`src/rtl/bcd_rtc_core.sv`:
```
module bcd_rtc_core #(
  parameter int ADDR_W = 5,
  parameter logic [ADDR_W-1:0] CTRL_ADDR = 5'h0D,
  parameter logic [ADDR_W-1:0] STAT_ADDR = 5'h0E
) (
  input  logic              clk,
  input  logic              rst_n,
  input  logic              tick,
  input  logic              wr_en,
  input  logic [ADDR_W-1:0] addr,
  input  logic [7:0]        wdata,
  output logic [7:0]        rdata
);
  localparam int NF = 7;
  localparam int TW = 8 * NF;
  localparam logic [TW-1:0] TM_RST = 56'h00_00_01_01_00_00_00;

  logic [TW-1:0] tm_q, tm_nx, sh_q;
  logic run_q, snap_q, pu_q;

  function automatic logic [7:0] bcd_inc(input logic [7:0] v);
    return (v[3:0] == 4'd9) ? {v[7:4] + 4'd1, 4'd0} : {v[7:4], v[3:0] + 4'd1};
  endfunction

  wire [7:0] sec  = tm_q[7:0];
  wire [7:0] min  = tm_q[15:8];
  wire [7:0] hr   = tm_q[23:16];
  wire [7:0] day  = tm_q[31:24];
  wire [7:0] mon  = tm_q[39:32];
  wire [7:0] yr   = tm_q[47:40];
  wire [7:0] wday = tm_q[55:48];

  wire       step     = tick && run_q;
  wire       wr_ctrl  = wr_en && (addr == CTRL_ADDR);
  wire       wr_stat  = wr_en && (addr == STAT_ADDR);
  wire       wr_time  = wr_en && (addr < ADDR_W'(NF));
  wire [7:0] yr_bin   = {4'd0, yr[7:4]} * 8'd10 + {4'd0, yr[3:0]};
  wire       leap     = (yr_bin[1:0] == 2'd0);

  logic [7:0] day_max;
  always_comb begin
    case (mon)
      8'h02:                      day_max = leap ? 8'h29 : 8'h28;
      8'h04, 8'h06, 8'h09, 8'h11: day_max = 8'h30;
      default:                    day_max = 8'h31;
    endcase
  end

  wire c_s  = step && (sec == 8'h59);
  wire c_m  = c_s && (min == 8'h59);
  wire c_h  = c_m && (hr == 8'h23);
  wire c_d  = c_h && (day == day_max);
  wire c_mo = c_d && (mon == 8'h12);

  always_comb begin
    tm_nx = tm_q;
    if (step) begin
      tm_nx[7:0] = c_s ? 8'h00 : bcd_inc(sec);
      if (c_s)  tm_nx[15:8]  = c_m ? 8'h00 : bcd_inc(min);
      if (c_m)  tm_nx[23:16] = c_h ? 8'h00 : bcd_inc(hr);
      if (c_h) begin
        tm_nx[31:24] = c_d ? 8'h01 : bcd_inc(day);
        tm_nx[55:48] = (wday == 8'h06) ? 8'h00 : wday + 8'h01;
      end
      if (c_d)  tm_nx[39:32] = c_mo ? 8'h01 : bcd_inc(mon);
      if (c_mo) tm_nx[47:40] = (yr == 8'h99) ? 8'h00 : bcd_inc(yr);
    end else if (wr_time && !run_q) begin
      for (int i = 0; i < NF; i++)
        if (addr == ADDR_W'(i)) tm_nx[8*i +: 8] = wdata;
    end
  end

  always_ff @(posedge clk or negedge rst_n) begin
    if (!rst_n) begin
      tm_q   <= TM_RST;
      sh_q   <= TM_RST;
      run_q  <= 1'b0;
      snap_q <= 1'b0;
      pu_q   <= 1'b1;
    end else begin
      tm_q <= tm_nx;
      if (snap_q) sh_q <= tm_q;
      if (wr_ctrl) begin
        run_q  <= wdata[0];
        snap_q <= wdata[6];
      end else if (snap_q) begin
        snap_q <= 1'b0;
      end
      if (wr_stat && wdata[7]) pu_q <= 1'b0;
    end
  end

  always_comb begin
    rdata = 8'h00;
    for (int i = 0; i < NF; i++)
      if (addr == ADDR_W'(i)) rdata = sh_q[8*i +: 8];
    if (addr == CTRL_ADDR) rdata = {1'b0, snap_q, 5'b0, run_q};
    if (addr == STAT_ADDR) rdata = {pu_q, 5'b0, run_q, 1'b0};
  end

  p_hold_stopped_r2: assert property (@(posedge clk) disable iff (!rst_n)
    (!run_q && !wr_time) |=> $stable(tm_q));
  p_sec_wrap_r3: assert property (@(posedge clk) disable iff (!rst_n)
    (run_q && tick && sec == 8'h59) |=> (sec == 8'h00));
  p_snap_copy_r8: assert property (@(posedge clk) disable iff (!rst_n)
    snap_q |=> (sh_q == $past(tm_q)));
  p_snap_pulse_r8: assert property (@(posedge clk) disable iff (!rst_n)
    (snap_q && !wr_ctrl) |=> !snap_q);
  p_shadow_hold_r8: assert property (@(posedge clk) disable iff (!rst_n)
    !snap_q |=> $stable(sh_q));
  p_run_ignore_r9: assert property (@(posedge clk) disable iff (!rst_n)
    (run_q && !tick && wr_time) |=> $stable(tm_q));
  p_pu_sticky_r11: assert property (@(posedge clk) disable iff (!rst_n)
    !pu_q |=> !pu_q);
endmodule

```
`config.mk`:
```
export PLATFORM = sky130hd
export DESIGN_NAME = bcd_rtc_core
export DESIGN_NICKNAME = d
export VERILOG_FILES = /design/src/rtl/bcd_rtc_core.sv
export SDC_FILE = /design/constraint.sdc
export NUM_CORES = 1
export LEC_CHECK = 0
export BUFFER_PORTS_ARGS = -buffer_cell sky130_fd_sc_hd__buf_2
export CORE_MARGIN = 2
export CORE_UTILIZATION = 60
export CTS_CLUSTER_DIAMETER = 200
export DETAILED_ROUTE_END_ITERATION = 8
export PLACE_DENSITY = 0.8
export REMOVE_ABC_BUFFERS = 1
export SLEW_MARGIN = 15
export SYNTH_ARGS = -nofsm -noshare
export SYNTH_HDL_FRONTEND = slang
export SYNTH_SLANG_ARGS = --single-unit
```
`constraint.sdc`:
```
create_clock -name clk -period 6.35 [get_ports clk]
set_input_delay 0.9525 -clock clk [delete_from_list [all_inputs] [get_ports clk]]
set_output_delay 0.9525 -clock clk [all_outputs]
set_load 0.1 [all_outputs]
```
# [Yosys cells after proc, flatten, opt, wreduce, memory -nomap -nowiden]
# Cells that the tools add are included.
[classes] addsub=14 n_mul=1 div_mod_pow=0 n_lt_le_gt_ge=1 n_eq_ne=37 shifts=0 mux=40 bitwise=0 n_reduce_logical=36
[op_table] operator="2-to-1 mux 8 bit" n=35
[op_table] operator="2-to-1 mux 56 bit" n=2
[op_table] operator="adder 4 x 1 -> 4 bit (second input constant)" n=12
[op_table] operator="equality test 4 bit (second input constant)" n=6
[op_table] operator="equality test 8 x 3 -> 1 bit (second input constant)" n=3
[op_table] operator="AND reduction 3 bit" n=7
[op_table] operator="AND reduction 4 bit" n=5
[op_table] operator="inequality test 3 x 1 -> 1 bit (second input constant)" n=6
[op_table] operator="equality test 8 x 5 -> 1 bit (second input constant)" n=2
[op_table] operator="equality test 8 x 7 -> 1 bit (second input constant)" n=2
[op_table] operator="nonzero test 2 bit" n=8
[op_table] operator="equality test 5 x 3 -> 1 bit (second input constant)" n=3
[op_table] operator="logical AND 1 bit" n=11
[op_table] operator="equality test 5 x 2 -> 1 bit (second input constant)" n=2
[op_table] operator="equality test 5 x 4 -> 1 bit (second input constant)" n=2
[op_table] operator="inequality test 2 x 1 -> 1 bit (second input constant)" n=5
[op_table] operator="case mux 5 bit (2 select lines)" n=1
[op_table] operator="adder 8 x 1 -> 8 bit (second input constant)" n=1
[op_table] operator="equality test 8 x 2 -> 1 bit (second input constant)" n=1
[op_table] operator="equality test 8 x 4 -> 1 bit (second input constant)" n=1
[op_table] operator="equality test 8 x 6 -> 1 bit (second input constant)" n=1
[op_table] operator="equality test 8 bit" n=1
[op_table] operator="equality test 8 bit (second input constant)" n=1
[op_table] operator="equality test 5 x 1 -> 1 bit (second input constant)" n=1
[op_table] operator="9 further kinds" n=10
[word_totals] ff_bits=115 latch_bits=0 ram_bits=0 mem_bits_ro=0 input_bits=17 out_inout_bits=8 elab_cells=146 memories=0

# [Logic depth before layout (Yosys ltp)]
[depth] word_depth=11 mapped_depth=10 depth_no_buf=9

# [Worst setup path before layout]
# OpenSTA, ideal clock, no wires.
[synth_path] path_kind="input-to-output" start="input port addr[0]" end="output port rdata[2]" t_arrival_ps=4095 required_time_ps=5398 path_slack_ps=1302 stages=5 n_path_buf=2 path_cell_list="clkbuf_1 buf_1 nor2b_1 a21oi_1 o21ai_0"
[synth_between] elab_chain_len=10 word_cells_on_any_way=18 classes_between="8 x eq/ne; 9 x mux; 1 x reduce/logical"
[synth_rtl] item="start: declaration" line_no="10" source="input logic [ADDR_W-1:0] addr,"
[synth_rtl] item="logical NOT 5 bit" line_no="96" source="if (addr == ADDR_W'(i)) rdata = sh_q[8*i +: 8];"
[synth_rtl] item="2-to-1 mux 8 bit (7 in series)" line_no="96"
[synth_rtl] item="2-to-1 mux 8 bit" line_no="97" source="if (addr == CTRL_ADDR) rdata = {1'b0, snap_q, 5'b0, run_q};"
[synth_rtl] item="2-to-1 mux 8 bit (*)" line_no="98" source="if (addr == STAT_ADDR) rdata = {pu_q, 5'b0, run_q, 1'b0};"
[synth_rtl] item="end: declaration" line_no="12" source="output logic [7:0] rdata"
# Every way passes the cells marked *; elsewhere a longest branch is shown, timed or not.

# [Worst setup path after layout]
[layout_path] start="input port addr[1]" end="output port rdata[1]"
# The elaborated chain is that of the path after synthesis.

==> results.ini <==
[global_routing]
grt_pass1_wl_um=27000
antenna_found_initial=1
track_usage_pct=31.3
grt_pass1_vias=5174
grt_max_degree=74
grt-ovfl-total=0

[clock_tree]
clock_latency_ns=0.54
cts_buffers=17
cts_tree=yes
cts_setup_buffers=0
h-tree-depth=4
clock-sinks=115
root_buffer=clkbuf_8
ctsLongestPathBuffers=2
cts-resized-gates=0
path_clk_slew_ns=0.06
holdBufCountCts=0

[timing]
slew_headroom_pct=33.8
rsz0062_at_grt=no
slew_viol_final=0
period_share_pct=63.6
worstMarginPinSlew_ns=0.984
clock_skew_ns=0.00778
max_freq_ghz=0.248
hold_viol=0
holdWs_ns=0.448
setup_tns_ns=0
setup_viol=0
fin_crit_ns=4.04

[synthesis]
synth_area_mm2=0.00632
synth_ff_type=dfrtp_1
synthArstFlopShare_pct=100
synth.area.mux_share_pct=15.0
synthXorXnorAreaFrac_pct=0.139
synth_edf_count=0
synth_adder_area_share_pct=4.75
syn_inst=610
ys_types=63
synth_simple_gate_area_share_pct=14.4
yosys_warnings=0
synth_top_family_by_area=compound AO/OA/AOI/OAI gates
synth-compound-area-share_pct=17.2
yosysSeqAreaShare_pct=45.6
ys_ff_latch=115
synth.avg_cell_area_um2=10.4

[placement]
dpl.hpwl_um=11200
portBuffers=24
place.gp.congestion=0.937

[setup_path]
cp_slowest_stage_delay_ns=0.75
crit_fanout=15
cp.arrival_ns=3.09
path_common_cell=buf_2
crit_slowest_cell=nor3_1
path_cells=buf_2, inv_1, nand2_1, nor3_1, a32oi_1, nand3_1, a22o_1, buf_2
critPathBufInv=3
cp-start-kind=input pin
cp_top_family=simple AND/OR/NAND/NOR gates
criticalPathCategory=in -> out
cp-end-kind=output pin
reg2regPathDepth=9
cp_data_required_time_ns=5.40
critical_path_depth=8

[routing]
wirelength_um=16500
drtPass1Iterations=8
routed.top_layer=met5
wl_met1_um=6700
dr.first_iter.drc_count=522
drc=0
via_per_inst=6.59
postRouteAntennaNets=0
vias=5142
wl_met2_um=7970
route.met3.wl_um=1070
routedWlPerCell_um=21.1

[floorplan]
fp.dieW_um=107
core_area_mm2=0.0103
die_h_um=107
io_pins=25
initial_core_util_pct=61.5
die_area_mm2=0.0114
row_count=37

[cells_and_area]
drive_gt1_share_pct=22.8
insertedDiodeCount=0
fin_nets=672
nFillCells=755
syn_to_final_growth_pct=13.0
final_cell_mix=109 x dfrtp_1, 69 x mux2_2, 69 x o21ai_0, 45 x nand2_1, 38 x nor2_1
layout_commonest_cell=dfrtp_1

[run_status]
status=complete, no violations

[power]
p_leak_nw=3.27
ir_drop_mv=0.260
p_per_area_mw_per_mm2=317

[worst_hold_path]
min_path_type=reg -> reg
min_path_cells=2

[flow_run]
maxCapViolCount=0

## state kept, by name, summed over array words and instances (netlist names)
signal  count
sh_q       56
run_q       1
tm_q       56
snap_q      1
pu_q        1
## per-layer routing
metal  global-route usage [%]  vias up
met5                        0        -
met2                     50.0      217
met4                     14.7        2
met3                     7.84       57
li1                         -     2316
met1                     40.2     2550
## cells in the mapped netlist (all sizes together), types with 4 or more instances
| cell | count | area share [%] |
|---|---|---|
| a21oi | 25 | 2.0 |
| nor2b | 7 | 0.69 |
| nor2 | 38 | 2.3 |
| o22ai | 4 | 0.40 |
| o21ai | 73 | 5.8 |
| nor3 | 9 | 0.89 |
| nor3b | 6 | 0.71 |
| a32oi | 4 | 0.55 |
| a22o | 6 | 0.83 |
| dfrtp | 110 | 44 |
| clkbuf | 16 | 0.95 |
| mux2 | 71 | 13 |
| and3 | 10 | 0.99 |
| mux2i | 8 | 1.3 |
| ha | 24 | 4.8 |
| o31ai | 6 | 0.71 |
| a31oi | 8 | 0.79 |
| inv | 23 | 1.4 |
| nand3 | 23 | 1.8 |
| o211ai | 4 | 0.48 |
| o21a | 5 | 0.59 |
| o31a | 8 | 1.1 |
| nand3b | 6 | 0.91 |
| nand2 | 46 | 2.8 |
| and2 | 5 | 0.50 |
| buf | 9 | 0.59 |
| nand2b | 5 | 0.50 |
| a222oi | 7 | 1.1 |
| dfstp | 5 | 2.1 |
| nor4b | 5 | 0.79 |
## report_power, final
group,internal (mW),switching (mW)
sequential,0.842,0.133
combinational,0.150,0.201
clock,0.583,0.356
total,1.58,0.691
## kinds of logic (layout without fill, tap and decap cells)
group                    count (synthesis)  count (layout)
AO/OA/AOI/OAI                          168             168
XOR/XNOR                                 1               1
adder cells (fa/ha/maj)                 24              24
buffers and inverters                   48              82
flip-flops                             115             115
multiplexers                            82              82
AND/OR/NAND/NOR                        172             172
## final cells by class
| type | instances | area [µm²] | area share [%] |
|---|---|---|---|
| Clock buffer | 19 | 442 | 6.19 |
| Clock inverter | 13 | 153 | 2.14 |
| Inverter | 23 | 86.3 | 1.21 |
| Multi-Input combinational cell | 447 | 3260 | 45.6 |
| Sequential cell | 115 | 2890 | 40.4 |
| Tap cell | 136 | 170 | 2.38 |
| Timing Repair Buffer | 27 | 145 | 2.03 |
## metrics by stage
step | util [%] | worst slack [ns] | std cells | instance area, µm² | total power [mW]
after floorplan | - | 1.91 | 585 | 6220 | 1.18
after global routing | 69.5 | 2.17 | 780 | 7140 | 2.37
after global placement | 63.6 | 2.53 | 748 | 6540 | 1.30
after detailed placement | 63.6 | 2.42 | 748 | 6540 | 1.33
after CTS | 69.4 | 2.42 | 780 | 7130 | 2.26
final | 69.5 | 2.31 | 780 | 7140 | 2.27
## final timing paths
check | startpoint | slack, ns | end
setup / recovery | addr[1] | 2.31 | rdata[1]
hold / removal | pu_q | 0.45 | pu_q
setup reg to reg | tm_q[9] | 3.14 | tm_q[45]
hold reg to reg | pu_q | 0.45 | pu_q
max in group asynchronous | rst_n | 4.73 | tm_q[24]
min in group asynchronous | rst_n | 0.55 | tm_q[43]
## tightest hold or removal path: stages (launching register included)
cell,delay (ns)
dfstp_2,0.37
inv_1,0.04
a31oi_1,0.03
No activity file was read; power rests on OpenSTA's default activity.
